$ cat config.mk
export PLATFORM = sky130hd
export DESIGN_NAME = spi_addr_slave
export DESIGN_NICKNAME = d
export VERILOG_FILES = /design/src/rtl/spi_addr_pkg.sv /design/src/rtl/spi_sync.sv /design/src/rtl/spi_frame_ctrl.sv /design/src/rtl/spi_tx_shifter.sv /design/src/rtl/spi_addr_slave.sv
export SDC_FILE = /design/constraint.sdc
export NUM_CORES = 1
export LEC_CHECK = 0
export ABC_AREA = 0
export BUFFER_PORTS_ARGS = -buffer_cell sky130_fd_sc_hd__buf_2
export CAP_MARGIN = 0
export CORE_MARGIN = 3
export CORE_UTILIZATION = 58
export CTS_CLUSTER_DIAMETER = 40
export CTS_CLUSTER_SIZE = 28
export DETAILED_ROUTE_END_ITERATION = 16
export MAX_ROUTING_LAYER = met4
export PLACE_DENSITY = 0.86
export RECOVER_POWER = 50
export SETUP_SLACK_MARGIN = 0.3
export SLEW_MARGIN = 10
export SYNTH_ARGS = -nofsm -noshare
export SYNTH_HDL_FRONTEND = slang
export SYNTH_SLANG_ARGS = --single-unit
$ cat constraint.sdc
create_clock -name clk_i -period 3.35 [get_ports clk_i]
set_input_delay 0 -clock clk_i [delete_from_list [all_inputs] [get_ports clk_i]]
set_output_delay 0 -clock clk_i [all_outputs]
set_load 0.1 [all_outputs]
$ cat src/rtl/spi_addr_pkg.sv
`timescale 1ns/1ps
package spi_addr_pkg;
  typedef enum logic [1:0] {
    ST_IDLE = 2'd0,
    ST_ADDR = 2'd1,
    ST_DATA = 2'd2,
    ST_PASS = 2'd3
  } frame_state_e;
endpackage

$ cat src/rtl/spi_sync.sv
`timescale 1ns/1ps
module spi_sync #(
  parameter int W = 1,
  parameter int STAGES = 2,
  parameter logic [W-1:0] RST_VAL = '0
) (
  input  logic         clk_i,
  input  logic         rst_ni,
  input  logic [W-1:0] d_i,
  output logic [W-1:0] q_o
);
  logic [W-1:0] stg_q [STAGES];

  for (genvar g = 0; g < STAGES; g++) begin : g_stage
    always_ff @(posedge clk_i or negedge rst_ni) begin
      if (!rst_ni) stg_q[g] <= RST_VAL;
      else if (g == 0) stg_q[g] <= d_i;
      else stg_q[g] <= stg_q[(g == 0) ? 0 : g-1];
    end
  end

  assign q_o = stg_q[STAGES-1];
endmodule

$ cat src/rtl/spi_frame_ctrl.sv
`timescale 1ns/1ps
module spi_frame_ctrl
  import spi_addr_pkg::*;
#(
  parameter int BYTE_W = 8,
  parameter int ADDR_W = 2
) (
  input  logic              clk_i,
  input  logic              rst_ni,
  input  logic              ncs_i,
  input  logic              sck_rise_i,
  input  logic              si_i,
  input  logic [ADDR_W-1:0] dev_addr_i,
  output frame_state_e      state_o,
  output logic              byte_end_o,
  output logic              mid_byte_o,
  output logic [BYTE_W-1:0] rx_byte_o,
  output logic              rx_valid_o
);
  localparam int CNT_W = $clog2(BYTE_W);
  localparam logic [CNT_W-1:0] LAST = CNT_W'(BYTE_W-1);

  frame_state_e      st_q;
  logic [CNT_W-1:0]  cnt_q;
  logic [BYTE_W-1:0] sh_q, rx_q;
  logic              vld_q;
  logic [BYTE_W-1:0] sh_nxt;
  logic              last_bit;

  assign sh_nxt   = {sh_q[BYTE_W-2:0], si_i};
  assign last_bit = (cnt_q == LAST);

  always_ff @(posedge clk_i or negedge rst_ni) begin
    if (!rst_ni) begin
      st_q  <= ST_IDLE;
      cnt_q <= '0;
      sh_q  <= '0;
      rx_q  <= '0;
      vld_q <= 1'b0;
    end else begin
      vld_q <= 1'b0;
      if (ncs_i) begin
        st_q  <= ST_IDLE;
        cnt_q <= '0;
      end else begin
        if (st_q == ST_IDLE) st_q <= ST_ADDR;
        if (sck_rise_i) begin
          sh_q  <= sh_nxt;
          cnt_q <= last_bit ? '0 : cnt_q + 1'b1;
          if (last_bit) begin
            case (st_q)
              ST_ADDR: st_q <= (sh_nxt[ADDR_W-1:0] == dev_addr_i) ? ST_DATA : ST_PASS;
              ST_DATA: begin
                rx_q  <= sh_nxt;
                vld_q <= 1'b1;
              end
              default: ;
            endcase
          end
        end
      end
    end
  end

  assign state_o    = st_q;
  assign byte_end_o = sck_rise_i & last_bit & ~ncs_i;
  assign mid_byte_o = (cnt_q != '0);
  assign rx_byte_o  = rx_q;
  assign rx_valid_o = vld_q;
endmodule

$ cat src/rtl/spi_tx_shifter.sv
`timescale 1ns/1ps
module spi_tx_shifter #(
  parameter int BYTE_W = 8
) (
  input  logic              clk_i,
  input  logic              rst_ni,
  input  logic              load_i,
  input  logic              shift_i,
  input  logic [BYTE_W-1:0] data_i,
  output logic              msb_o
);
  logic [BYTE_W-1:0] sh_q;

  always_ff @(posedge clk_i or negedge rst_ni) begin
    if (!rst_ni) sh_q <= '0;
    else if (load_i) sh_q <= data_i;
    else if (shift_i) sh_q <= {sh_q[BYTE_W-2:0], 1'b0};
  end

  assign msb_o = sh_q[BYTE_W-1];
endmodule

$ cat src/rtl/spi_addr_slave.sv
`timescale 1ns/1ps
module spi_addr_slave
  import spi_addr_pkg::*;
#(
  parameter int BYTE_W      = 8,
  parameter int ADDR_W      = 2,
  parameter int SYNC_STAGES = 2
) (
  input  logic              clk_i,
  input  logic              rst_ni,
  input  logic              sck_i,
  input  logic              ncs_i,
  input  logic              si_i,
  input  logic [ADDR_W-1:0] dev_addr_i,
  input  logic              bus_mode_i,
  input  logic              irq_en_i,
  input  logic              irq_pend_i,
  input  logic [BYTE_W-1:0] tx_byte_i,
  output logic [BYTE_W-1:0] rx_byte_o,
  output logic              rx_valid_o,
  output logic              soc_o,
  output logic              sob_o,
  output logic              sob_oe_o
);
  logic [2:0]   raw, syn;
  logic         ncs_s, sck_s, si_s, sck_q;
  logic         sck_rise, sck_fall;
  frame_state_e state;
  logic         byte_end, mid_byte, tx_msb;
  logic         in_data, irq_act;

  assign raw = {ncs_i, sck_i, si_i};

  spi_sync #(.W(3), .STAGES(SYNC_STAGES), .RST_VAL(3'b100)) u_sync (
    .clk_i(clk_i), .rst_ni(rst_ni), .d_i(raw), .q_o(syn)
  );

  assign {ncs_s, sck_s, si_s} = syn;

  always_ff @(posedge clk_i or negedge rst_ni) begin
    if (!rst_ni) sck_q <= 1'b0;
    else sck_q <= sck_s;
  end

  assign sck_rise = sck_s & ~sck_q;
  assign sck_fall = ~sck_s & sck_q;

  spi_frame_ctrl #(.BYTE_W(BYTE_W), .ADDR_W(ADDR_W)) u_ctrl (
    .clk_i(clk_i), .rst_ni(rst_ni), .ncs_i(ncs_s), .sck_rise_i(sck_rise),
    .si_i(si_s), .dev_addr_i(dev_addr_i), .state_o(state),
    .byte_end_o(byte_end), .mid_byte_o(mid_byte),
    .rx_byte_o(rx_byte_o), .rx_valid_o(rx_valid_o)
  );

  assign in_data = (state == ST_DATA);

  // the fall right after a byte boundary must not consume the fresh MSB
  spi_tx_shifter #(.BYTE_W(BYTE_W)) u_tx (
    .clk_i(clk_i), .rst_ni(rst_ni), .load_i(byte_end),
    .shift_i(sck_fall & mid_byte & in_data),
    .data_i(tx_byte_i), .msb_o(tx_msb)
  );

  assign irq_act = irq_en_i & irq_pend_i & (state == ST_IDLE);

  always_comb begin
    soc_o    = 1'b0;
    sob_o    = 1'b0;
    sob_oe_o = 1'b0;
    if (bus_mode_i) begin
      sob_oe_o = in_data | irq_act;
      sob_o    = in_data ? tx_msb : irq_act;
    end else begin
      soc_o = in_data ? tx_msb : (si_i | irq_act);
    end
  end
endmodule

After elaboration in Yosys (flattened, before gate mapping)
Index checks and enable logic that the tools add are counted.
{"block": "totals", "reg_bits": 36, "inputBits": 18, "out_inout_bits": 12, "word_cells": 53}
{"block": "op_classes", "addsub": 1, "eq_ne": 4, "n_mux": 20, "bitwise_logic": 13, "n_reduce_logical": 6}
{"operator": "$mux 8", "n": 2}
{"operator": "$mux 1", "n": 10}
{"operator": "$mux 2", "n": 5}
{"operator": "$mux 3", "n": 3}
{"operator": "$and 1x1->1", "n": 8}
{"operator": "$reduce_and 4->1", "n": 1}
{"operator": "$reduce_bool 2->1", "n": 2}
{"operator": "$add 3x1->3 const B", "n": 1}
{"operator": "$eq 3x3->1 const B", "n": 1}
{"operator": "$not 1->1", "n": 3}
{"operator": "$reduce_bool 3->1", "n": 1}
{"operator": "$eq 2x1->1 const B", "n": 1}
{"operator": "$eq 2x2->1", "n": 1}
{"operator": "$eq 2x2->1 const B", "n": 1}
{"operator": "$logic_not 2->1", "n": 1}
{"operator": "$or 1x1->1", "n": 2}
{"operator": "$reduce_and 2->1", "n": 1}

Logic depth before layout (Yosys ltp)
{"block": "depth", "ltp_word": 6, "depth_mapped": 7}

Modules after synthesis
Synthesis repeated with hierarchy kept, for this count alone.
{"block": "hier_totals", "cells_unflattened": 120, "hier_area_um2": 1552.7}
{"module": "spi_frame_ctrl", "instances": 1, "cells_each": 63, "area_per_inst_um2": 899.6}
{"module": "spi_tx_shifter", "instances": 1, "cells_each": 34, "area_per_inst_um2": 369.1}
{"module": "spi_sync", "instances": 1, "cells_each": 9, "area_per_inst_um2": 175.2}
{"module": "spi_addr_slave", "instances": 1, "cells_each": 14, "area_per_inst_um2": 108.9}

Worst setup path before layout
OpenSTA, ideal clock, no wires.
{"block": "synth_timing", "path_type": "reg-to-output", "startpoint": "reg u_ctrl.st_q[1], in the netlist u_ctrl.state_o[1]", "endpoint": "out sob_o", "arrival_ps": 2031, "slack_ps": 1319, "stages_incl_launch_ff": 4, "n_path_buf": 0, "cell_sequence": "dfrtp_1 > inv_1 > nand3_1 > a21oi_1"}
{"block": "synth_between", "elab_chain_cells": 4, "word_cells_on_any_way": 5}
{"element": "start, declared", "line_no": "spi_frame_ctrl.sv:23", "rtl": "frame_state_e st_q;"}
{"element": "start signal, assigned", "line_no": "spi_frame_ctrl.sv:52", "rtl": "ST_ADDR: st_q <= (sh_nxt[ADDR_W-1:0] == dev_addr_i) ? ST_DATA : ST_PASS;"}
{"element": "$logic_not 2->1", "line_no": "spi_addr_slave.sv:64", "rtl": "assign irq_act = irq_en_i & irq_pend_i & (state == ST_IDLE);"}
{"element": "$and 1x1->1", "line_no": "spi_addr_slave.sv:64"}
{"element": "$mux 1 *", "line_no": "spi_addr_slave.sv:72", "rtl": "sob_o = in_data ? tx_msb : irq_act;"}
{"element": "$mux 1 *", "line_no": "spi_addr_slave.sv:70", "rtl": "if (bus_mode_i) begin"}
{"element": "end, declared", "line_no": "spi_addr_slave.sv:22", "rtl": "output logic sob_o,"}
Every way passes the cells marked *; elsewhere a longest branch is shown, timed or not.

Worst setup path in the final report
{"block": "layout_timing", "startpoint": "reg u_ctrl.cnt_q[0]", "endpoint": "reg u_ctrl.rx_q[2], in the netlist u_ctrl.rx_byte_o[2]"}
{"block": "layout_between", "elab_chain_cells": 2}
{"element": "start, declared", "line_no": "spi_frame_ctrl.sv:24", "rtl": "logic [CNT_W-1:0] cnt_q;"}
{"element": "start signal, assigned", "line_no": "spi_frame_ctrl.sv:49", "rtl": "cnt_q <= last_bit ? '0 : cnt_q + 1'b1;"}
{"element": "$eq 3x3->1", "line_no": "spi_frame_ctrl.sv:31", "rtl": "assign last_bit = (cnt_q == LAST);"}
{"element": "$reduce_and 4->1 (no line)"}
{"element": "end signal, assigned", "line_no": "spi_frame_ctrl.sv:54", "rtl": "rx_q <= sh_nxt;"}
{"element": "end, declared", "line_no": "spi_frame_ctrl.sv:25", "rtl": "logic [BYTE_W-1:0] sh_q, rx_q;"}
No other way between the ends.
A chain may end at the register's enable or synchronous reset.

==> results.md <==
- Status: finished, violations left
- Failing checks: max-capacitance violations, max-slew violations
- Clock buffer depth: 2
- Total grt overflow: 0
- Post-layout utilization of the core: 0.757
- Post-Syn Nets: 151
- Most frequent cells in the layout: dfrtp_1, buf_2, nand2_1, dlygate4sd3_1
- Vias post-DR: 1095
- Core footprint: 2570 um2
- Synth Instances: 130
- Drt pass-1 iters: 4
- Yosys cell types: 32
- Max VDD drop: 0.000404 V
- Clk slew on worst S/H paths: 0.11 ns
- Gr usage total: 0.210
- Postcts setup bufs: 0
- Worst Setup Slack, final: 1.38 ns
- Async set-reset flop share out of synthesis: 1.00
- Max cap viols: 1
- Routed Antenna Nets: 0
- Initial antenna violation count: 0
- Seq/Total Area, Yosys: 0.555
- Crit path DAT: 2.19 ns
- P per Cell Area: 437 nW/um2
- Later-pin clock latency in the skew report: 0.34 ns
- Number of sinks driven by the clock tree: 36
- GPL Wtd Cong: 0.740
- Layout cells sized above 1: 0.353
- Final Setup Violations: 0
- Cells on worst reg2reg path: 5
- CTS H-tree depth: 2
- Routed WL: 3110 um
- WP data required: 3.58 ns
- # DRC: 0
- Storage element area: 903 um2
- First-pass GRT wire length: 5130 um
- Yosys synthesis warning count: 0
- I/O Buffers: 29
- Setup CP Type: reg2reg
- Hold Crit Class: in2reg
- Rows: 18
- Layout fillers: 175
- Die H: 59.0 um
- Root Buffer: clkbuf_4
- Final setup TNS: 0 ns
- I/O pin total: 30
- Commonest non-fill, non-tap cell in the layout: dfrtp_1
- Via density: 5.39
- Critical Path Start Type: register
- Syn Area/Cell: 12.5 um2
- Max_slew headroom: -0.217
- # diodes: 0
- Final Hold Viols: 0
- Multi-input gate area: 658 um2
- Synthesized flop and latch total: 36
- Pre-CTS WS: 1.41 ns
- Die area: 3480 um2
- Area Growth Syn to Fin: 19.5%
- Cts bufs inserted: 5
- Fmax: 0.509 GHz
- Die width: 59.0 um
- Layout Skew: 0.00607 ns
- TritonCTS clock tree: yes
- Largest net degree at the start of global routing: 37
- EDFF count, synth: 0
- Leak: 0.944 nW
- Initial drt markers: 34
- Pins over their slew limit: 37
- Hold path cells: 4
- Synthesized area: 1630 um2
- Worst Max-Slew Pin Slew: 1.83 ns
- Minimum clock period after layout: 1.97 ns
- CP Max Fanout: 10
- Unrepaired setup endpoints after global routing: false
- Final net count: 193
- Routed len/inst: 15.3 um
- Initial Utilization: 0.634
- Final period utilization: 0.587
- Critical path endpoint category: register
- Vias in the first global route: 1135
- Detailed placer's ending HPWL: 2130 um
- WHS: 0.0268 ns
- Ys flop type: dfrtp_1
## worst max-delay path: stages, from the launching register on
cell and delay, ns:
dfrtp_1 0.42, ha_1 0.17, ha_1 0.24, and4bb_1 0.56, nand2_8 0.15, mux2_4 0.33
## routing by layer
layer  GRT usage  vias to the layer above  part of all wire
met5           -                        -                 0
met4       0.104                        0             0.018
met3      0.0482                        7             0.048
met2       0.326                       38              0.50
met1       0.256                      523              0.43
li1            -                      527                 -
## sequential cells by signal, indices dropped and copies added (netlist names)
signal and count:
u_ctrl.state_o 2, u_sync.stg_q 3, u_tx.sh_q 8, sck_q 1, u_ctrl.cnt_q 3, u_sync.q_o 3, u_ctrl.rx_byte_o 8, u_ctrl.rx_valid_o 1
u_ctrl.sh_q 7
## cell families after synthesis
family,count (synthesis),share of synthesized area
adder cells (fa/ha/maj),3,0.0231
flip-flops,36,0.555
buffers and inverters,11,0.0400
AO/OA/AOI/OAI,16,0.0885
multiplexers,16,0.128
XOR/XNOR,2,0.0108
AND/OR/NAND/NOR,46,0.154
## timing repair
item                                    4_1_cts  5_1_grt
gates resized for setup                       0        0
hold buffers                                 12        0
endpoints found under the setup margin        0        0
hold endpoints to repair                     45        0
## metrics by stage
stage	cell area, um2	power (W)	instances
4_1_cts	1950	0.000859	203
3_3_place_gp	1760	0.000594	183
5_1_grt	1940	0.000890	203
6_report	1940	0.000850	203
3_5_place_dp	1760	0.000604	183
2_1_floorplan	1630	0.000567	130
## area by class of cell
type                            count  area share
Sequential cell                    36       0.465
Clock inverter                      1     0.00386
Timing Repair Buffer               41       0.135
Inverter                            5     0.00966
Multi-Input combinational cell     83       0.339
Clock buffer                        7      0.0283
Tap cell                           30      0.0193
## path summary, 6_finish.rpt
kind	from	end	slack (ns)
setup / recovery	u_ctrl.cnt_q[0]	u_ctrl.rx_byte_o[2]	1.38
hold / removal	dev_addr_i[0]	u_ctrl.state_o[0]	0.03
hold reg to reg	u_sync.stg_q[4]	u_sync.q_o[1]	0.36
setup reg to reg	u_ctrl.cnt_q[0]	u_ctrl.rx_byte_o[2]	1.38
max in group asynchronous	rst_ni	u_ctrl.sh_q[0]	1.62
min in group asynchronous	rst_ni	u_ctrl.rx_byte_o[5]	0.69
## Yosys cell counts (all sizes together), types with 2 or more instances
master	number	area (um2)
nand3	8	40.0
inv	5	18.8
xor2	2	17.5
nor2	5	21.3
dfrtp	34	851
dfstp	2	52.6
o211ai	7	87.6
nand2	22	98.9
mux2	15	199
a21oi	4	20.0
nand2b	3	18.8
ha	3	37.5
buf	5	42.5
and4bb	2	25.0
o21ai	2	10.0
## report_power, final
group / internal (W) / switching (W)
Sequential: 0.000476 / 0.0000310
Combinational: 0.0000527 / 0.0000437
Clock: 0.000103 / 0.000144
Note: power is estimated with default switching activity, not from simulation.
